$ cat config.mk
export PLATFORM = sky130hd
export DESIGN_NAME = keyguard_wdt
export DESIGN_NICKNAME = d
export VERILOG_FILES = /design/src/rtl/wdt_kp_pkg.sv /design/src/rtl/wdt_kp_regs.sv /design/src/rtl/wdt_kp_prescale.sv /design/src/rtl/wdt_kp_core.sv /design/src/rtl/wdt_kp_pulse.sv /design/src/rtl/keyguard_wdt.sv
export SDC_FILE = /design/constraint.sdc
export NUM_CORES = 1
export LEC_CHECK = 0
export BUFFER_PORTS_ARGS = -buffer_cell sky130_fd_sc_hd__buf_2
export CORE_AREA = 8 8 93 95
export DETAILED_ROUTE_END_ITERATION = 8
export DIE_AREA = 0 0 101 103
export GPL_TIMING_DRIVEN = 0
export PLACE_DENSITY = 0.72
export REMOVE_ABC_BUFFERS = 1
export SLEW_MARGIN = 15
export SYNTH_ARGS = -nofsm -noshare
export SYNTH_HDL_FRONTEND = slang
export SYNTH_HIERARCHICAL = 1
export SYNTH_SLANG_ARGS = --single-unit
$ cat constraint.sdc
create_clock -name clk -period 3.4 [get_ports clk]
set_input_delay 0.34 -clock clk [delete_from_list [all_inputs] [get_ports clk]]
set_output_delay 0.34 -clock clk [all_outputs]
set_load 0.01 [all_outputs]
$ cat src/rtl/wdt_kp_pkg.sv
package wdt_kp_pkg;
   localparam int OFS_MODE  = 'h00;
   localparam int OFS_LEN   = 'h04;
   localparam int OFS_KICK  = 'h08;
   localparam int OFS_SWRST = 'h14;

   localparam logic [7:0]  KEY_MODE   = 8'h22;
   localparam logic [4:0]  KEY_LEN    = 5'h08;
   localparam logic [31:0] CODE_KICK  = 32'h0000_1971;
   localparam logic [31:0] CODE_SWRST = 32'h0000_1209;

   typedef struct packed {
      logic dual;
      logic auto_go;
      logic irq_mode;
      logic ext_on;
      logic ext_high;
      logic run;
   } mode_t;
endpackage

$ cat src/rtl/wdt_kp_regs.sv
module wdt_kp_regs
   import wdt_kp_pkg::*;
#(
   parameter int ADDR_W = 8,
   parameter int LEN_W  = 11
) (
   input  logic              clk,
   input  logic              rst_n,
   input  logic              bus_wr,
   input  logic [ADDR_W-1:0] bus_addr,
   input  logic [31:0]       bus_wdata,
   output logic [31:0]       bus_rdata,
   output mode_t             mode_q,
   output logic [LEN_W-1:0]  len_q,
   output logic              kick_o,
   output logic              swrst_o,
   output logic              start_o
);
   logic mode_ok, len_ok;

   always_comb begin
      mode_ok = bus_wr && (bus_addr == ADDR_W'(OFS_MODE)) && (bus_wdata[31:24] == KEY_MODE);
      len_ok  = bus_wr && (bus_addr == ADDR_W'(OFS_LEN))  && (bus_wdata[4:0] == KEY_LEN);
      kick_o  = bus_wr && (bus_addr == ADDR_W'(OFS_KICK)) && (bus_wdata == CODE_KICK);
      swrst_o = bus_wr && (bus_addr == ADDR_W'(OFS_SWRST)) && (bus_wdata == CODE_SWRST);
      start_o = mode_ok && bus_wdata[0] && !mode_q.run;
   end

   always_ff @(posedge clk or negedge rst_n) begin
      if (!rst_n) begin
         mode_q <= '0;
         len_q  <= '0;
      end else begin
         if (mode_ok) begin
            mode_q.dual     <= bus_wdata[6];
            mode_q.auto_go  <= bus_wdata[4];
            mode_q.irq_mode <= bus_wdata[3];
            mode_q.ext_on   <= bus_wdata[2];
            mode_q.ext_high <= bus_wdata[1];
            mode_q.run      <= bus_wdata[0];
         end
         if (len_ok) len_q <= bus_wdata[5 +: LEN_W];
      end
   end

   always_comb begin
      bus_rdata = '0;
      if (bus_addr == ADDR_W'(OFS_MODE))
         bus_rdata = {25'b0, mode_q.dual, 1'b0, mode_q.auto_go, mode_q.irq_mode,
                      mode_q.ext_on, mode_q.ext_high, mode_q.run};
      else if (bus_addr == ADDR_W'(OFS_LEN))
         bus_rdata = 32'(len_q) << 5;
   end
endmodule

$ cat src/rtl/wdt_kp_prescale.sv
module wdt_kp_prescale #(
   parameter int DIV_LOG2 = 9
) (
   input  logic clk,
   input  logic rst_n,
   input  logic run,
   input  logic clear,
   output logic tick_o
);
   logic [DIV_LOG2-1:0] psc_q;

   assign tick_o = run && (&psc_q);

   always_ff @(posedge clk or negedge rst_n) begin
      if (!rst_n)     psc_q <= '0;
      else if (clear) psc_q <= '0;
      else if (run)   psc_q <= psc_q + DIV_LOG2'(1);
   end
endmodule

$ cat src/rtl/wdt_kp_core.sv
module wdt_kp_core #(
   parameter int LEN_W    = 11,
   parameter bit HAS_DUAL = 1'b1
) (
   input  logic             clk,
   input  logic             rst_n,
   input  logic             run,
   input  logic             irq_mode,
   input  logic             dual,
   input  logic [LEN_W-1:0] len,
   input  logic             kick,
   input  logic             start,
   input  logic             tick,
   output logic             fire_o,
   output logic             rearm_o,
   output logic             irq_o
);
   logic [LEN_W-1:0] cnt_q;
   logic             spent_q;
   logic             dual_on, expire, reload;

   generate
      if (HAS_DUAL) begin : g_dual
         assign dual_on = dual;
      end else begin : g_single
         assign dual_on = 1'b0;
      end
   endgenerate

   always_comb begin
      expire  = run && tick && (cnt_q <= LEN_W'(1)) && !spent_q;
      rearm_o = expire && irq_mode && dual_on && !irq_o;
      fire_o  = expire && (!irq_mode || (dual_on && irq_o));
      reload  = kick || start || rearm_o;
   end

   always_ff @(posedge clk or negedge rst_n) begin
      if (!rst_n) begin
         cnt_q   <= '0;
         spent_q <= 1'b0;
         irq_o   <= 1'b0;
      end else begin
         if (reload) begin
            cnt_q   <= len;
            spent_q <= 1'b0;
         end else begin
            if (tick && (cnt_q != '0)) cnt_q <= cnt_q - LEN_W'(1);
            if (expire) spent_q <= 1'b1;
         end
         if (kick || start)          irq_o <= 1'b0;
         else if (expire && irq_mode) irq_o <= 1'b1;
      end
   end
endmodule

$ cat src/rtl/wdt_kp_pulse.sv
module wdt_kp_pulse #(
   parameter int PULSE_LEN = 16
) (
   input  logic clk,
   input  logic rst_n,
   input  logic trig,
   output logic active_o
);
   localparam int CW = $clog2(PULSE_LEN + 1);
   logic [CW-1:0] left_q;

   assign active_o = (left_q != '0);

   always_ff @(posedge clk or negedge rst_n) begin
      if (!rst_n)                left_q <= '0;
      else if (!active_o && trig) left_q <= CW'(PULSE_LEN);
      else if (active_o)         left_q <= left_q - CW'(1);
   end
endmodule

$ cat src/rtl/keyguard_wdt.sv
module keyguard_wdt
   import wdt_kp_pkg::*;
#(
   parameter int ADDR_W    = 8,
   parameter int LEN_W     = 11,
   parameter int DIV_LOG2  = 9,
   parameter int PULSE_LEN = 16,
   parameter bit HAS_DUAL  = 1'b1
) (
   input  logic              clk,
   input  logic              rst_n,
   input  logic              bus_wr,
   input  logic [ADDR_W-1:0] bus_addr,
   input  logic [31:0]       bus_wdata,
   output logic [31:0]       bus_rdata,
   output logic              sys_rst_o,
   output logic              ext_rst_o,
   output logic              irq_o
);
   generate
      if (ADDR_W < 5) begin : g_bad_addr
         $error("keyguard_wdt: ADDR_W must cover offset 0x14");
      end
      if (LEN_W < 1 || LEN_W > 19) begin : g_bad_len
         $error("keyguard_wdt: LEN_W must lie in 1..19");
      end
      if (DIV_LOG2 < 1) begin : g_bad_div
         $error("keyguard_wdt: DIV_LOG2 must be at least 1");
      end
      if (PULSE_LEN < 1) begin : g_bad_pulse
         $error("keyguard_wdt: PULSE_LEN must be at least 1");
      end
   endgenerate

   mode_t            mode_q;
   logic [LEN_W-1:0] len_q;
   logic             kick, swrst, start, tick, fire, rearm;

   wdt_kp_regs #(.ADDR_W(ADDR_W), .LEN_W(LEN_W)) u_regs (
      .clk(clk), .rst_n(rst_n), .bus_wr(bus_wr), .bus_addr(bus_addr),
      .bus_wdata(bus_wdata), .bus_rdata(bus_rdata), .mode_q(mode_q),
      .len_q(len_q), .kick_o(kick), .swrst_o(swrst), .start_o(start)
   );

   wdt_kp_prescale #(.DIV_LOG2(DIV_LOG2)) u_psc (
      .clk(clk), .rst_n(rst_n), .run(mode_q.run),
      .clear(kick || start || rearm), .tick_o(tick)
   );

   wdt_kp_core #(.LEN_W(LEN_W), .HAS_DUAL(HAS_DUAL)) u_core (
      .clk(clk), .rst_n(rst_n), .run(mode_q.run), .irq_mode(mode_q.irq_mode),
      .dual(mode_q.dual), .len(len_q), .kick(kick), .start(start),
      .tick(tick), .fire_o(fire), .rearm_o(rearm), .irq_o(irq_o)
   );

   wdt_kp_pulse #(.PULSE_LEN(PULSE_LEN)) u_pulse (
      .clk(clk), .rst_n(rst_n), .trig(fire || swrst), .active_o(sys_rst_o)
   );

   assign ext_rst_o = (mode_q.ext_on & sys_rst_o) ^ ~mode_q.ext_high;
endmodule

; ---- After elaboration in Yosys (flattened, before gate mapping)
; Index checks and enable logic that the tools add are counted.
[word_totals]
input_bits = 43
wordCells = 77
ff_bits = 44
output_inout_bits = 35
[classes]
n_bitwise = 3
eq_ne = 7
n_addsub = 3
magnitude_cmp = 1
reduce_logical = 39
mux = 12
[op_table]
columns = cell, n
row1 = == test 32 x 13 -> 1 bit (second input constant), 2
row2 = two-way mux 16 bit, 2
row3 = two-way mux 11 bit, 2
row4 = logical AND 1 bit, 21
row5 = two-way mux 9 bit, 2
row6 = less-or-equal comparator 11 x 1 -> 1 bit (second input constant), 1
row7 = nonzero test 11 bit, 1
row8 = subtractor 11 x 1 -> 11 bit (second input constant), 1
row9 = two-way mux 5 bit, 2
row10 = nonzero test 2 bit, 5
row11 = adder 9 x 1 -> 9 bit (second input constant), 1
row12 = AND reduction 9 bit, 1
row13 = == test 8 x 3 -> 1 bit (second input constant), 1
row14 = == test 8 x 4 -> 1 bit (second input constant), 1
row15 = == test 8 x 5 -> 1 bit (second input constant), 1
row16 = == test 8 x 6 -> 1 bit (second input constant), 1
row17 = zero test 8 bit, 1
row18 = == test 5 x 4 -> 1 bit (second input constant), 1
row19 = zero test 1 bit, 5
row20 = nonzero test 5 bit, 1
row21 = subtractor 5 x 1 -> 5 bit (second input constant), 1
row22 = logical OR 1 bit, 4
row23 = two-way mux 1 bit, 4
row24 = bitwise AND 1 bit, 1
row25 = 2 further kinds, 2

; ---- Longest topological paths before layout
[logic_depth]
word_depth = 10
mapped_depth = 10
mapped_depth_nobuf = 10

; ---- Hierarchy
; Netlist, hierarchy kept.
[by_module_without_submodules]
columns = mod, area_per_inst_um2, instances, seq_area_each_um2, cells_each
row1 = wdt_kp_regs, 1117.3, 1, 425.4, 100
row2 = wdt_kp_core, 954.7, 1, 325.3, 86
row3 = wdt_kp_prescale, 454.2, 1, 225.2, 44
row4 = wdt_kp_pulse, 256.5, 1, 125.1, 23
row5 = keyguard_wdt, 25.0, 1, 0.0, 4

; ---- Least setup slack after synthesis
; No wires, ideal clock.
[synth_path]
path_type = register -> register
startpoint = reg u_psc.psc_q[0]
endpoint = reg u_core.cnt_q[7]
period_less_slack_ns = 2.546
setup_ns = 0.125
stages_incl_launch_ff = 10
path_slack_ns = 0.854
arrival_time_ns = 2.421
required_time_ns = 3.275
n_path_buf = 0
cell_sequence = dfrtp_1 > ha_1 > nand3_1 > nor2_1 > ha_1 > and2_1 > or3b_2 > nor4_1 > mux2_2 > mux2_4
[synth_via]
elab_chain_cells = 10
word_cells_on_any_way = 12
cone_classes = mux (1) / reduce/logical (11)
[synth_lines]
columns = element, line_no
row1 = from (decl), wdt_kp_prescale.sv:10  ; logic [DIV_LOG2-1:0] psc_q;
row2 = from (signal assigned), wdt_kp_prescale.sv:17  ; else if (run) psc_q <= psc_q + DIV_LOG2'(1);
row3 = AND reduction 9 bit (*), wdt_kp_prescale.sv:12  ; assign tick_o = run && (&psc_q);
row4 = logical AND 1 bit (*), wdt_kp_prescale.sv:12
row5 = via tick, keyguard_wdt.sv:37  ; logic kick, swrst, start, tick, fire, rearm;
row6 = logical AND 1 bit (3 in a row), wdt_kp_core.sv:31  ; expire = run && tick && (cnt_q <= LEN_W'(1)) && !spent_q;
row7 = logical AND 1 bit (3 in a row), wdt_kp_core.sv:32  ; rearm_o = expire && irq_mode && dual_on && !irq_o;
row8 = logical OR 1 bit, wdt_kp_core.sv:34  ; reload = kick || start || rearm_o;
row9 = two-way mux 11 bit / nonzero test 2 bit (equally long branches), -
row10 = to (signal assigned), wdt_kp_core.sv:44  ; cnt_q <= len;
row11 = to (signal assigned), wdt_kp_core.sv:47  ; if (tick && (cnt_q != '0)) cnt_q <= cnt_q - LEN_W'(1);
row12 = to (decl), wdt_kp_core.sv:18  ; logic [LEN_W-1:0] cnt_q;
; Mark *: on every way through the listed nets, which the timed path passes. The rest lies on a longest branch.
; A chain may end at the register's enable or synchronous reset.

; ---- Final worst setup path
; Same ends and word-level chain as after synthesis.

==> run_results.csv <==
group,metric,value,unit
placement,dpl.hpwl,4.794,mm
power,leakagePower,1.572,nW
route,dr_wl_met3,338,um
synth,syn_inst,257,
timing,min_period_over_period,83.85,%
route,wire_per_inst,15.00,um
route,wirelength,6.255,mm
timing,fmax,350.8,MHz
floorplan,die_area,10400,sq um
route,dr.first_iter.drc_count,171,
clocking,clock-sinks,44,
route,via_per_inst,5.034,
synth,synth_area_leaders,"dfrtp_1 39%, mux2_4 9.6%, buf_4 4.5%",
floorplan,chipHeight,103,um
clocking,clockBufferDepth,2,
synth,synth_seq_cells,44,
synth,synth_top_flop_cell,"dfrtp_1",
synth,yosysTopAreaCell,"dfrtp_1",
synth,synth_top_cell_area_share,39.22,%
power,irDropWorstVdd,0.0001437,V
floorplan,num_rows,31,
setup_path,cp.arrival,3.04,ns
clocking,cts_resized,0,
setup_path,path_cells,"ha_1 > nand3_1 > nor2_1 > ha_1 > and2_1 > or3b_2 > nor4_1 > mux2_2 > mux2_4",
route,postRouteAntennaNets,0,
timing,clock_skew,0.008564,ns
route,m1WireLength,2.785,mm
clocking,cts_tree,"done",
synth,syn-cell-area,2808,sq um
setup_path,reg2reg_to,"u_core/cnt_q[7]",
timing,setup_ws,0.5490,ns
finish,antenna_cells,0,
flow_run,maxCapViolCount,0,
timing,holdWs,0.1838,ns
floorplan,die_x,101,um
setup_path,critPathRequiredTime,3.59,ns
clocking,clk_pin_slew,0.09,ns
clocking,htree_levels,2,
timing,slew_viol_final,0,
grt,grt_antenna_before_repair,0,
clocking,cts_root_buf,"clkbuf_8",
synth,syn_avg_cell_area,10.92,sq um
grt,grtUsageTotal,12.48,%
setup_path,worstSetupEndpointType,"flop",
setup_path,path_class,"flop to flop",
timing,hold_viol,0,
setup_path,crit_top_cell,"ha_1",
synth,yosysUniqueCellTypes,55,
setup_path,cp-start-kind,"flop",
setup_path,worstRegToRegCells,9,
floorplan,core,7137,sq um
setup_path,cp_num_buf_inv,0,
power,power_density,287.9,nW/um^2
timing,rsz0062_at_grt,"false",
synth,async_flop_share,100.0,%
finish,nets,366,
setup_path,critPathMaxStageDelay,0.53,ns
setup_path,r2r_slack,0.55,ns
route,drt_pass1_iterations,4,
run_status,status,"finished, final reports clean",
grt,grt_overflow_total,0,
setup_path,crit_start,"u_psc/psc_q[0]",
clocking,ctsHoldBuffers,0,
timing,tightest_slew,0.9843,ns
setup_path,critPathTopFamily,"simple AND/OR/NAND/NOR gates",
grt,grt_max_degree,45,
grt,grt_pass1_vias,2186,
timing,relSlewSlack,34.38,%
timing,post-route-min-period,2.851,ns
route,wl_met2,3.050,mm
finish,drive_gt1_share,35.22,%
grt,grt_pass1_wl,10.38,mm
finish,post-route-util,45.06,%
synth,synth-edff-count,0,
floorplan,start_util,39.34,%
setup_path,crit_path_end,"u_core/cnt_q[7]",
clocking,cts_setup_buffers,0,
synth,synth_warnings,6,
route,drc,0,
setup_path,r2r_start,"u_psc/psc_q[0]",
clocking,insertion_delay,0.31,ns
setup_path,worst-path-max-fanout,7,
clocking,numCtsBuffers,5,
synth,ys_seq_area_share,39.22,%
placement,place_congestion,0.8055,
placement,numPortBuffers,61,
setup_path,path_depth,9,
setup_path,slowest_stage,"or3b_2",
route,num_vias,2099,
route,top_layer_used,"met4",
placement,pre_cts_slack,0.5692,ns
hold_path,hold_class,"primary input to asynchronous set/reset pin",
timing,fin_tns_setup,0,ns
finish,area_growth,14.53,%
floorplan,ios,78,
timing,setup_viol,0,
synth_stat cells, drive strengths merged (3+ instances only):
master and number:
mux2i 5, xor2 6, a211oi 3, o21ai 10, nor2 13, nand2 8, or3 8, mux2 30
ha 6, nor4b 7, dfrtp 44, a21oi 4, o31ai 3, nor3 10, buf 21, nand4 6
and2 16, nor4 8, xnor2 4, nand3 5, and3 4, inv 9
cells by family after synthesis:
group	after synthesis	synth area share (%)
adder cells (fa/ha/maj)	6	2.674
flip-flops	44	39.22
XOR/XNOR	10	3.119
AND/OR/NAND/NOR	104	24.96
buffers and inverters	32	7.397
other	1	0.1336
AO/OA/AOI/OAI	25	6.283
multiplexers	35	16.22
stage by stage:
step                instance area (sq um)  cells  power [mW]
global placement                     3119    409      0.5971
global route                         3216    417      0.9630
finish                               3216    417      0.9258
CTS                                  3216    417      0.9303
floorplan                            2690    249      0.5551
detailed placement                   3127    409      0.5984
flip-flops by register name, indices dropped and copies added, names as in the netlist:
register and flops:
u_core/cnt_q 11, u_regs/len_q 11, u_psc/psc_q 9, u_regs/mode_q 6, u_pulse/left_q 5, u_core/irq_o 1, u_core/spent_q 1
worst min path at each step:
stage,to,from,slack [ns],cells past startpoint
final,u_psc/psc_q[6],rst_n,0.18,1
after global routing,u_psc/psc_q[0],rst_n,0.27,1
after detailed placement,u_regs/mode_q[4],u_regs/mode_q[4],0.50,1
after floorplan,u_core/cnt_q[0],rst_n,0.04,0
after CTS,u_psc/psc_q[0],rst_n,0.23,1
after global placement,u_regs/mode_q[4],u_regs/mode_q[4],0.48,1
report_power, final:
part           total (mW)  internal [mW]  leakage, nW  switching (mW)
combinational      0.0618         0.0248        0.978          0.0370
sequential          0.526          0.524        0.553         0.00177
clock               0.338          0.146       0.0414           0.192
per-layer routing:
metal	vias to the layer above	GRT usage [%]
met4	0	4.926
met2	76	21.45
met1	994	14.51
li1	1023	-
met3	6	3.309
met5	-	0
placed cells by master (no fill, tap or decap), types with 4 or more instances in the layout:
| cell | n |
|---|---|
| buf_2 | 61 |
| dfrtp_1 | 44 |
| mux2_4 | 18 |
| and2_1 | 16 |
| conb_1 | 16 |
| nor2_1 | 13 |
| mux2_2 | 11 |
| nand2_1 | 8 |
| inv_1 | 8 |
| nor4_1 | 8 |
| nor3_1 | 8 |
| o21ai_0 | 8 |
| or3_1 | 7 |
| xor2_1 | 6 |
| nor4b_1 | 6 |
| ha_1 | 6 |
| clkbuf_8 | 5 |
| nand3_1 | 5 |
| nand4_1 | 5 |
| mux2i_1 | 5 |
| xnor2_1 | 4 |
| a21oi_1 | 4 |
| and3_1 | 4 |
layout make-up:
class	instances	area [sq um]
multi-input combinational	196	1563
inverter	9	33.78
sequential	44	1101
timing repair buffer	61	305.3
fill	693	3921
clock buffer	6	72.57
clock inverter	2	16.27
tap	99	123.9
Note: power is estimated with default switching activity, not from simulation.
